==> config.mk <==
export PLATFORM = sky130hd
export DESIGN_NAME = page_walker
export DESIGN_NICKNAME = d
export VERILOG_FILES = /design/src/rtl/pw_pkg.sv /design/src/rtl/pw_addr_gen.sv /design/src/rtl/pw_pa_build.sv /design/src/rtl/page_walker.sv
export SDC_FILE = /design/constraint.sdc
export NUM_CORES = 1
export LEC_CHECK = 0
export ABC_AREA = 1
export CAP_MARGIN = 20
export CORE_ASPECT_RATIO = 0.9
export CORE_MARGIN = 5
export CORE_UTILIZATION = 48
export DETAILED_ROUTE_END_ITERATION = 10
export GPL_ROUTABILITY_DRIVEN = 0
export HOLD_SLACK_MARGIN = 0.15
export PLACE_DENSITY = 0.86
export SLEW_MARGIN = 10
export SYNTH_ARGS = -nofsm -noshare
export SYNTH_HDL_FRONTEND = slang
export SYNTH_SLANG_ARGS = --single-unit
==> constraint.sdc <==
create_clock -name clk_i -period 3.6 [get_ports clk_i]
set_input_delay 1.08 -clock clk_i [delete_from_list [all_inputs] [get_ports clk_i]]
set_output_delay 1.08 -clock clk_i [all_outputs]
set_load 0.01 [all_outputs]
==> src/rtl/pw_pkg.sv <==
package pw_pkg;
  localparam int VA_W     = 32;
  localparam int PA_W     = 36;
  localparam int ENT_W    = 32;
  localparam int OFF_W    = 12;
  localparam int IDX_W    = 10;
  localparam int LG_OFF_W = OFF_W + IDX_W;
  localparam int FRAME_W  = VA_W - OFF_W;
  localparam int LG_FRM_W = VA_W - LG_OFF_W;
  localparam int HI_W     = PA_W - VA_W;
  localparam int PS_BIT   = 7;
  localparam int PRES_BIT = 0;
  localparam int HI_LSB   = 13;

  typedef enum logic [2:0] {
    ST_IDLE, ST_DIR_REQ, ST_DIR_WAIT, ST_TBL_REQ, ST_TBL_WAIT, ST_DONE
  } walk_st_e;
endpackage

==> src/rtl/pw_addr_gen.sv <==
module pw_addr_gen
  import pw_pkg::*;
(
  input  logic             tbl_lvl_i,
  input  logic [VA_W-1:0]  base_i,
  input  logic [ENT_W-1:0] pde_i,
  input  logic [VA_W-1:0]  va_i,
  output logic [VA_W-1:0]  addr_o
);
  logic [FRAME_W-1:0] frame;
  logic [IDX_W-1:0]   idx;

  always_comb begin
    frame  = tbl_lvl_i ? pde_i[ENT_W-1 -: FRAME_W] : base_i[VA_W-1 -: FRAME_W];
    idx    = tbl_lvl_i ? va_i[OFF_W +: IDX_W] : va_i[LG_OFF_W +: IDX_W];
    addr_o = {frame, idx, 2'b00};
  end
endmodule

==> src/rtl/pw_pa_build.sv <==
module pw_pa_build
  import pw_pkg::*;
(
  input  logic             large_i,
  input  logic             ext36_i,
  input  logic             fault_i,
  input  logic [ENT_W-1:0] pde_i,
  input  logic [ENT_W-1:0] pte_i,
  input  logic [VA_W-1:0]  va_i,
  output logic [PA_W-1:0]  pa_o
);
  logic [HI_W-1:0] hi;

  always_comb begin
    hi = ext36_i ? pde_i[HI_LSB +: HI_W] : '0;
    if (fault_i)
      pa_o = '0;
    else if (large_i)
      pa_o = {hi, pde_i[ENT_W-1 -: LG_FRM_W], va_i[LG_OFF_W-1:0]};
    else
      pa_o = {{HI_W{1'b0}}, pte_i[ENT_W-1 -: FRAME_W], va_i[OFF_W-1:0]};
  end
endmodule

==> src/rtl/page_walker.sv <==
module page_walker
  import pw_pkg::*;
(
  input  logic             clk_i,
  input  logic             rst_ni,
  input  logic             req_valid_i,
  output logic             req_ready_o,
  input  logic [VA_W-1:0]  req_vaddr_i,
  input  logic [VA_W-1:0]  dir_base_i,
  input  logic             large_en_i,
  input  logic             ext36_en_i,
  output logic             mem_req_o,
  output logic [VA_W-1:0]  mem_addr_o,
  input  logic             mem_gnt_i,
  input  logic             mem_rvalid_i,
  input  logic [ENT_W-1:0] mem_rdata_i,
  output logic             done_o,
  output logic [PA_W-1:0]  pa_o,
  output logic             large_o,
  output logic             fault_o
);
  walk_st_e         state_q;
  logic [VA_W-1:0]  va_q, base_q;
  logic [ENT_W-1:0] pde_q, pte_q;
  logic             lg_en_q, x36_q, fault_q, large_q;
  logic [PA_W-1:0]  pa_raw;

  always_ff @(posedge clk_i or negedge rst_ni) begin
    if (!rst_ni) begin
      state_q <= ST_IDLE;
      va_q    <= '0;
      base_q  <= '0;
      pde_q   <= '0;
      pte_q   <= '0;
      lg_en_q <= 1'b0;
      x36_q   <= 1'b0;
      fault_q <= 1'b0;
      large_q <= 1'b0;
    end else begin
      unique case (state_q)
        ST_IDLE: if (req_valid_i) begin
          va_q    <= req_vaddr_i;
          base_q  <= dir_base_i;
          lg_en_q <= large_en_i;
          x36_q   <= ext36_en_i;
          fault_q <= 1'b0;
          large_q <= 1'b0;
          state_q <= ST_DIR_REQ;
        end
        ST_DIR_REQ: if (mem_gnt_i) state_q <= ST_DIR_WAIT;
        ST_DIR_WAIT: if (mem_rvalid_i) begin
          pde_q <= mem_rdata_i;
          if (!mem_rdata_i[PRES_BIT]) begin
            fault_q <= 1'b1;
            state_q <= ST_DONE;
          end else if (lg_en_q && mem_rdata_i[PS_BIT]) begin
            large_q <= 1'b1;
            state_q <= ST_DONE;
          end else begin
            state_q <= ST_TBL_REQ;
          end
        end
        ST_TBL_REQ: if (mem_gnt_i) state_q <= ST_TBL_WAIT;
        ST_TBL_WAIT: if (mem_rvalid_i) begin
          pte_q   <= mem_rdata_i;
          fault_q <= !mem_rdata_i[PRES_BIT];
          state_q <= ST_DONE;
        end
        ST_DONE: state_q <= ST_IDLE;
        default: state_q <= ST_IDLE;
      endcase
    end
  end

  pw_addr_gen u_addr_gen (
    .tbl_lvl_i (state_q == ST_TBL_REQ),
    .base_i    (base_q),
    .pde_i     (pde_q),
    .va_i      (va_q),
    .addr_o    (mem_addr_o)
  );

  pw_pa_build u_pa_build (
    .large_i (large_q),
    .ext36_i (x36_q),
    .fault_i (fault_q),
    .pde_i   (pde_q),
    .pte_i   (pte_q),
    .va_i    (va_q),
    .pa_o    (pa_raw)
  );

  assign req_ready_o = (state_q == ST_IDLE);
  assign mem_req_o   = (state_q == ST_DIR_REQ) || (state_q == ST_TBL_REQ);
  assign done_o      = (state_q == ST_DONE);
  assign pa_o        = done_o ? pa_raw : '0;
  assign large_o     = done_o & large_q;
  assign fault_o     = done_o & fault_q;

  p_dir_addr_r1: assert property (@(posedge clk_i) disable iff (!rst_ni)
    req_valid_i && req_ready_o |=> mem_req_o &&
      mem_addr_o == {$past(dir_base_i[VA_W-1 -: FRAME_W]), $past(req_vaddr_i[LG_OFF_W +: IDX_W]), 2'b00});
  p_hi_zero_small_r6: assert property (@(posedge clk_i) disable iff (!rst_ni)
    done_o && !large_o |-> pa_o[PA_W-1 -: HI_W] == '0);
  p_fault_clean_r7: assert property (@(posedge clk_i) disable iff (!rst_ni)
    fault_o |-> pa_o == '0 && !large_o);
  p_done_pulse_r8: assert property (@(posedge clk_i) disable iff (!rst_ni)
    done_o |=> !done_o && req_ready_o);
  p_busy_after_accept_r8: assert property (@(posedge clk_i) disable iff (!rst_ni)
    req_valid_i && req_ready_o |=> !req_ready_o);
  p_req_hold_r8: assert property (@(posedge clk_i) disable iff (!rst_ni)
    mem_req_o && !mem_gnt_i |=> mem_req_o && $stable(mem_addr_o));
  p_one_flag_r4: assert property (@(posedge clk_i) disable iff (!rst_ni)
    !(large_o && fault_o));
endmodule

==> results of run 1 <==
-- metal layers --
metal	track usage, %	routed length (µm)	vias to the layer above
met3	5.90	1210	31
li1	-	-	2150
met5	0	0	-
met4	9.05	304	0
met1	29.5	5830	2146
met2	37.4	6620	213
-- kinds of logic after synthesis --
kind of cell	Yosys count	synth area share (%)
and+or+nand+nor	323	27.9
muxes	26	6.13
DFF	99	51.9
other	1	0.0786
buffers and inverters	76	6.97
AOI/OAI and AO/OA	67	7.02
-- stage by stage --
stage          worst slack (ns)  instance area (µm²)  util (%)  power [µW]
5_1_grt                  0.0171                 6530      67.3        5150
4_1_cts                   0.135                 6520      67.2        4810
3_5_place_dp              0.564                 6340      65.3        4120
6_report                  0.172                 6530      67.3        4800
2_1_floorplan              1.22                 4780         -        3180
3_3_place_gp              0.595                 6340      65.3        4020
-- placed cells by master (no fill, tap or decap) --
cell type          n
conb_1             2
buf_2              1
inv_2              3
nand2_2            2
nor3_4             1
dfrtp_1           98
nor3_1             4
nor2_2             2
buf_12             2
nand4_1            4
clkinvlp_4         2
buf_4              8
a21oi_1           21
o21ai_1            6
nand3_1           64
clkinv_2           1
nand2_1          230
o21ai_0           40
dfrtp_2            1
inv_1             34
nor2_4             1
clkbuf_8          10
clkdlybuf4s50_1  149
inv_6              2
mux2_2             6
nor2_1            15
clkinv_4           1
mux2_1            20
-- worst max-delay path by stage --
| stage | from | to | slack (ns) | cells past startpoint |
|---|---|---|---|---|
| finish | state_q[0] | pa_o[24] | 0.17 | 6 |
| detailed placement | state_q[2] | pa_o[20] | 0.56 | 6 |
| global route | state_q[0] | pa_o[20] | 0.02 | 6 |
| floorplan | state_q[0] | mem_addr_o[10] | 1.22 | 5 |
| global placement | state_q[2] | pa_o[20] | 0.60 | 6 |
| CTS | state_q[2] | pa_o[20] | 0.13 | 6 |
-- worst min-delay path: cells and delay by family, from the launching register on --
family	cells	cell delay, ns
AND/OR/NAND/NOR	2	0.10
flip-flops	1	0.35
-- final cells by class --
type / instances / area [µm²]
fillers: 786 / 3170
clock inverters: 6 / 46.3
multi-input cells: 418 / 1970
flip-flops and latches: 99 / 2480
well taps: 126 / 158
clock buffers: 10 / 138
repair buffers: 160 / 1600
inverters: 37 / 139
-- registers in the layout, summed over array words and instances (netlist names) --
signal and cells:
fault_q 1, pde_q 20, state_q 3, large_q 1, x36_q 1, pte_q 20
base_q 20, lg_en_q 1, va_q 32
-- power groups by stage --
| stage | sequential [µW] | clock (µW) | combinational (µW) |
|---|---|---|---|
| after floorplan | 1840 | 0 | 1340 |
| final | 1940 | 675 | 2190 |
| after CTS | 1930 | 683 | 2200 |
| after global routing | 1990 | 731 | 2430 |
| after detailed placement | 1940 | 0 | 2180 |
| after global placement | 1900 | 0 | 2120 |
-- timing repair --
| item | in CTS | in global routing |
|---|---|---|
| setup endpoints to repair | 0 | 4 |
| resized for setup | 0 | 2 |
| hold endpoints to repair | 0 | 0 |
==> out/summary.txt, run 1 <==
Vias per cell = 5.30
Worst Min Path Start = va_q[24]
Setup tns final = 0 ns
FF-to-FF End = va_q[9]
Chip width = 115 µm
Input/output buffers = 151
Synthesized instance count = 592
Clock Tree Buf Depth = 2
Diodes inserted = 0
Fraction of layout cells with a size suffix above 1 = 5.89%
Antenna violations before repair = 0
Max FO, Critical Path = 20
Dominant cell type by area after synthesis = dfrtp_1
CTS root buffer = clkbuf_8
DR iter-0 viols = 307
Layout area overhead = 36.8%
Routed WL per cell = 16.3 µm
Initial Util = 49.2%
Cell family with most CP delay = buffers and inverters
Hold Path Depth = 2
Combinational power share = 45.6%
Clock Skews = 0.0127 ns
Mapped cell area = 0.00477 mm²
Detailed placement HPWL = 9630 µm
Final Cycle Share = 95.2%
Crit path required time = 2.52 ns
Critical path buffers and inverters = 3
Die area = 0.0120 mm²
Synth top cells by count = nand2_1 (230), dfrtp_1 (99), nand3_1 (64), o21ai_0 (40), inv_1 (34)
Relative slew slack = 27.1%
Overflow after GRT = 0
Worst path max stage delay = 0.59 ns
Startpoint Class = register
R2R Setup Slk = 0.83 ns
Worst reg2reg startpoint = state_q[1]
FF-to-FF path depth = 7
Hold buffer count at cts = 0
Post-CTS setup repair buffer count = 0
Placed cells = 840
Clk Latency, worst-skew pair = 0.36 ns
RSZ-0062 raised after global routing = false
Fmax = 292 MHz
Top Ports = 176
CTS tree = built
Clock power frac = 14.1%
Synth async-reset ratio = 100%
Slew @ Worst Pin = 1.09 ns
Core area = 0.00970 mm²
Syn_area_per_cell = 8.06 µm²
Cell row count = 34
Yosys warning count = 0
Gr usage total = 23.0%
Vias after detailed routing = 4,540
Psw = 1910 µW
Main flop type after synthesis = dfrtp_1
Pins over their slew limit = 0
Cell Int Power = 2890 µW
Drt first pass iters = 5
Max VDD drop = 0.408 mV
Seq/Total Area, Yosys = 51.9%
Vias in the first global route = 4,585
Pin count of the biggest net entering global routing = 57
Seq pwr share = 40.3%
Net Sw Frac = 39.8%
Worst setup path class = reg -> out
Number of remaining DRC errors = 0
Routed WL = 14,000 µm
Final Critical Period = 3.43 ns
Min Hold Slack = 0.476 ns
Worst Setup End Kind = output pin
Die Y = 105 µm
Synth top area cells = dfrtp_1 (52%), nand2_1 (18%), nand3_1 (6.7%), mux2_1 (4.7%), o21ai_0 (4.2%)
Layout Cells excl Fill = 856
#FFs+latches synth = 99
First-pass GRT wire length = 22,300 µm
Worst Path Arrival = 2.35 ns
Status = finished clean
Post-synth EDFFs = 0
Count of cell types in the netlist = 21
Crit path cell chain = inv_2 -> nor3_4 -> nand2_1 -> buf_4 -> a21oi_1 -> clkdlybuf4s50_1
Final nets = 828
Final setup fails = 0
Critical Path Slowest Stage Cell = clkdlybuf4s50_1
Final Hold Vio Count = 0
Total CTS buffers = 9
Clock transition at path regs = 0.10 ns
Antenna violation net count after detailed routing = 0
Class of the worst hold path = reg -> reg
Most common cell in the netlist = nand2_1
CTS sink cnt = 99
PwrDens = 736 mW/mm²
Max_cap viols = 0
Worst Hold Path EP = va_q[24]
Synth top area share = 51.9%
CTS H-Tree Depth = 3
Pleak = 0.00314 µW
Power figures use the tool's default switching activity.
==> run 2: changes to the inputs <==
- ABC_CLOCK_PERIOD_IN_PS: default -> 3050
- CORE_UTILIZATION: 48 -> 40
- PLACE_DENSITY: 0.86 -> 0.76
- clock period: 3.6 -> 3.05 ns (I/O delays scaled with it)
==> run 2 against run 1 <==
Compared with the run above: register-to-register slack got worse by 0.27 ns; sequential cell count unchanged; die area increased by 18%; sequential power increased by 18%.
==> out/summary.txt, run 2 (synthesis results as in run 1) <==
Core area = 0.0116 mm²
Worst Hold Path EP = va_q[31]
Final Critical Period = 2.97 ns
Diodes inserted = 0
Fmax = 336 MHz
CTS sink cnt = 99
DR iter-0 viols = 332
Worst setup path class = reg -> out
Top Ports = 176
Crit path required time = 2.13 ns
Final Hold Vio Count = 0
Number of remaining DRC errors = 0
Fraction of layout cells with a size suffix above 1 = 9.14%
CTS H-Tree Depth = 3
Clock Skews = 0.00341 ns
Pin count of the biggest net entering global routing = 57
Drt first pass iters = 5
Relative slew slack = 59.3%
Largest Register = va_q
Detailed placement HPWL = 10000 µm
CTS tree = built
Commonest non-fill, non-tap cell in the layout = nand2_1
Hold buffer count at cts = 0
Max reg flops = 32
Clock transition at path regs = 0.07 ns
Layout area overhead = 45.1%
Placed cell area = 0.00642 mm²
FF-to-FF path depth = 9
Die area = 0.0142 mm²
Status = finished clean
Commonest non-fill, non-tap cells in the layout = nand2_1 (229), clkdlybuf4s50_1 (111), dfrtp_1 (97), nand3_1 (64), o21ai_0 (40)
Class of the worst hold path = reg -> reg
Final instance area = 0.00692 mm²
Final setup fails = 0
Chip width = 125 µm
CTS root buffer = clkbuf_16
Worst Path Arrival = 2.06 ns
Die Y = 114 µm
Total CTS buffers = 9
Worst reg2reg startpoint = state_q[1]
Vias after detailed routing = 4,552
Input/output buffers = 151
Max_cap viols = 0
R2R Setup Slk = 0.56 ns
Max FO, Critical Path = 17
First-pass GRT wire length = 23,100 µm
Overflow after GRT = 0
Layout Cells excl Fill = 900
Routed WL per cell = 16.2 µm
Final Cycle Share = 97.5%
Slew @ Worst Pin = 0.611 ns
Max VDD drop = 0.513 mV
Routed WL = 14,600 µm
Placed cells = 873
Cell row count = 37
Final nets = 842
Clock Tree Buf Depth = 2
Startpoint Class = register
Antenna violations before repair = 0
Gr usage total = 20.4%
FF-to-FF End = va_q[0]
Worst Setup End Kind = output pin
Vias in the first global route = 4,538
PwrDens = 884 mW/mm²
Clk Latency, worst-skew pair = 0.35 ns
Hold Path Depth = 2
Pleak = 0.00373 µW
Initial Util = 41.2%
Antenna violation net count after detailed routing = 0
Vias per cell = 5.06
Pins over their slew limit = 0
Worst Min Path Start = va_q[31]
==> run 2: changes by cell type in the layout (fill, tap and decap cells not counted), moves of 9 or more <==
cell,before,now
dlymetal6s2s_1,0,22
clkbuf_16,0,9
clkbuf_8,10,1
buf_4,8,17
dlygate4sd2_1,0,16
clkdlybuf4s50_1,149,111
==> run 2: final cells by class <==
class,instances,area [µm²]
Inverter,37,143
Timing Repair inverter,1,7.51
Fill cell,1023,4650
Clock buffer,11,243
Multi-Input combinational cell,418,2010
Sequential cell,99,2480
Timing Repair Buffer,173,1780
Clock inverter,5,61.3
Tap cell,156,195
==> run 2: power by group <==
group / switching [µW] / internal (µW)
Clock: 498 / 663
Sequential: 368 / 1910
Combinational: 1450 / 1220
==> run 2: how the worst max path moves through the flow <==
stage	start	to	slack (ns)	cells past startpoint
detailed placement	state_q[2]	pa_o[23]	0.25	6
global placement	state_q[2]	pa_o[23]	0.31	6
finish	state_q[0]	mem_addr_o[23]	0.08	6
CTS	state_q[1]	pa_o[31]	0.0007	5
global route	state_q[1]	pa_o[8]	-0.007	5
floorplan	state_q[0]	mem_addr_o[10]	0.84	5
==> run 2: stage by stage <==
stage | TNS [ns] | hold slack (ns) | power, µW | worst slack [ns] | util (%)
after global placement | 0 | 0.449 | 4800 | 0.310 | 55.5
final | 0 | 0.466 | 6120 | 0.0757 | 59.8
after CTS | 0 | 0.470 | 6110 | 0.000742 | 58.6
after global routing | -0.0110 | 0.490 | 6560 | -0.00667 | 59.8
after floorplan | 0 | 0.436 | 3760 | 0.837 | -
after detailed placement | 0 | 0.454 | 4910 | 0.252 | 55.5
==> run 2: critical path: stages (launching register included) <==
cell and delay, ns:
dfrtp_1 0.39, inv_2 0.12, nor2_4 0.05, nand2_2 0.10, buf_12 0.18, mux2_2 0.37, clkdlybuf4s50_1 0.48
==> run 2: per-layer routing <==
layer	global-route usage [%]	routed length, µm	vias to the layer above
li1	-	-	2174
met1	25.3	6050	2156
met2	33.9	7110	197
met3	7.26	1130	25
met4	6.00	302	0
met5	0	0	-
==> run 2: timing repair <==
item | CTS | global route
gates cloned | 1 | 1
setup buffers | 3 | 6
gates resized for setup | 22 | 32
endpoints found under the setup margin | 59 | 35
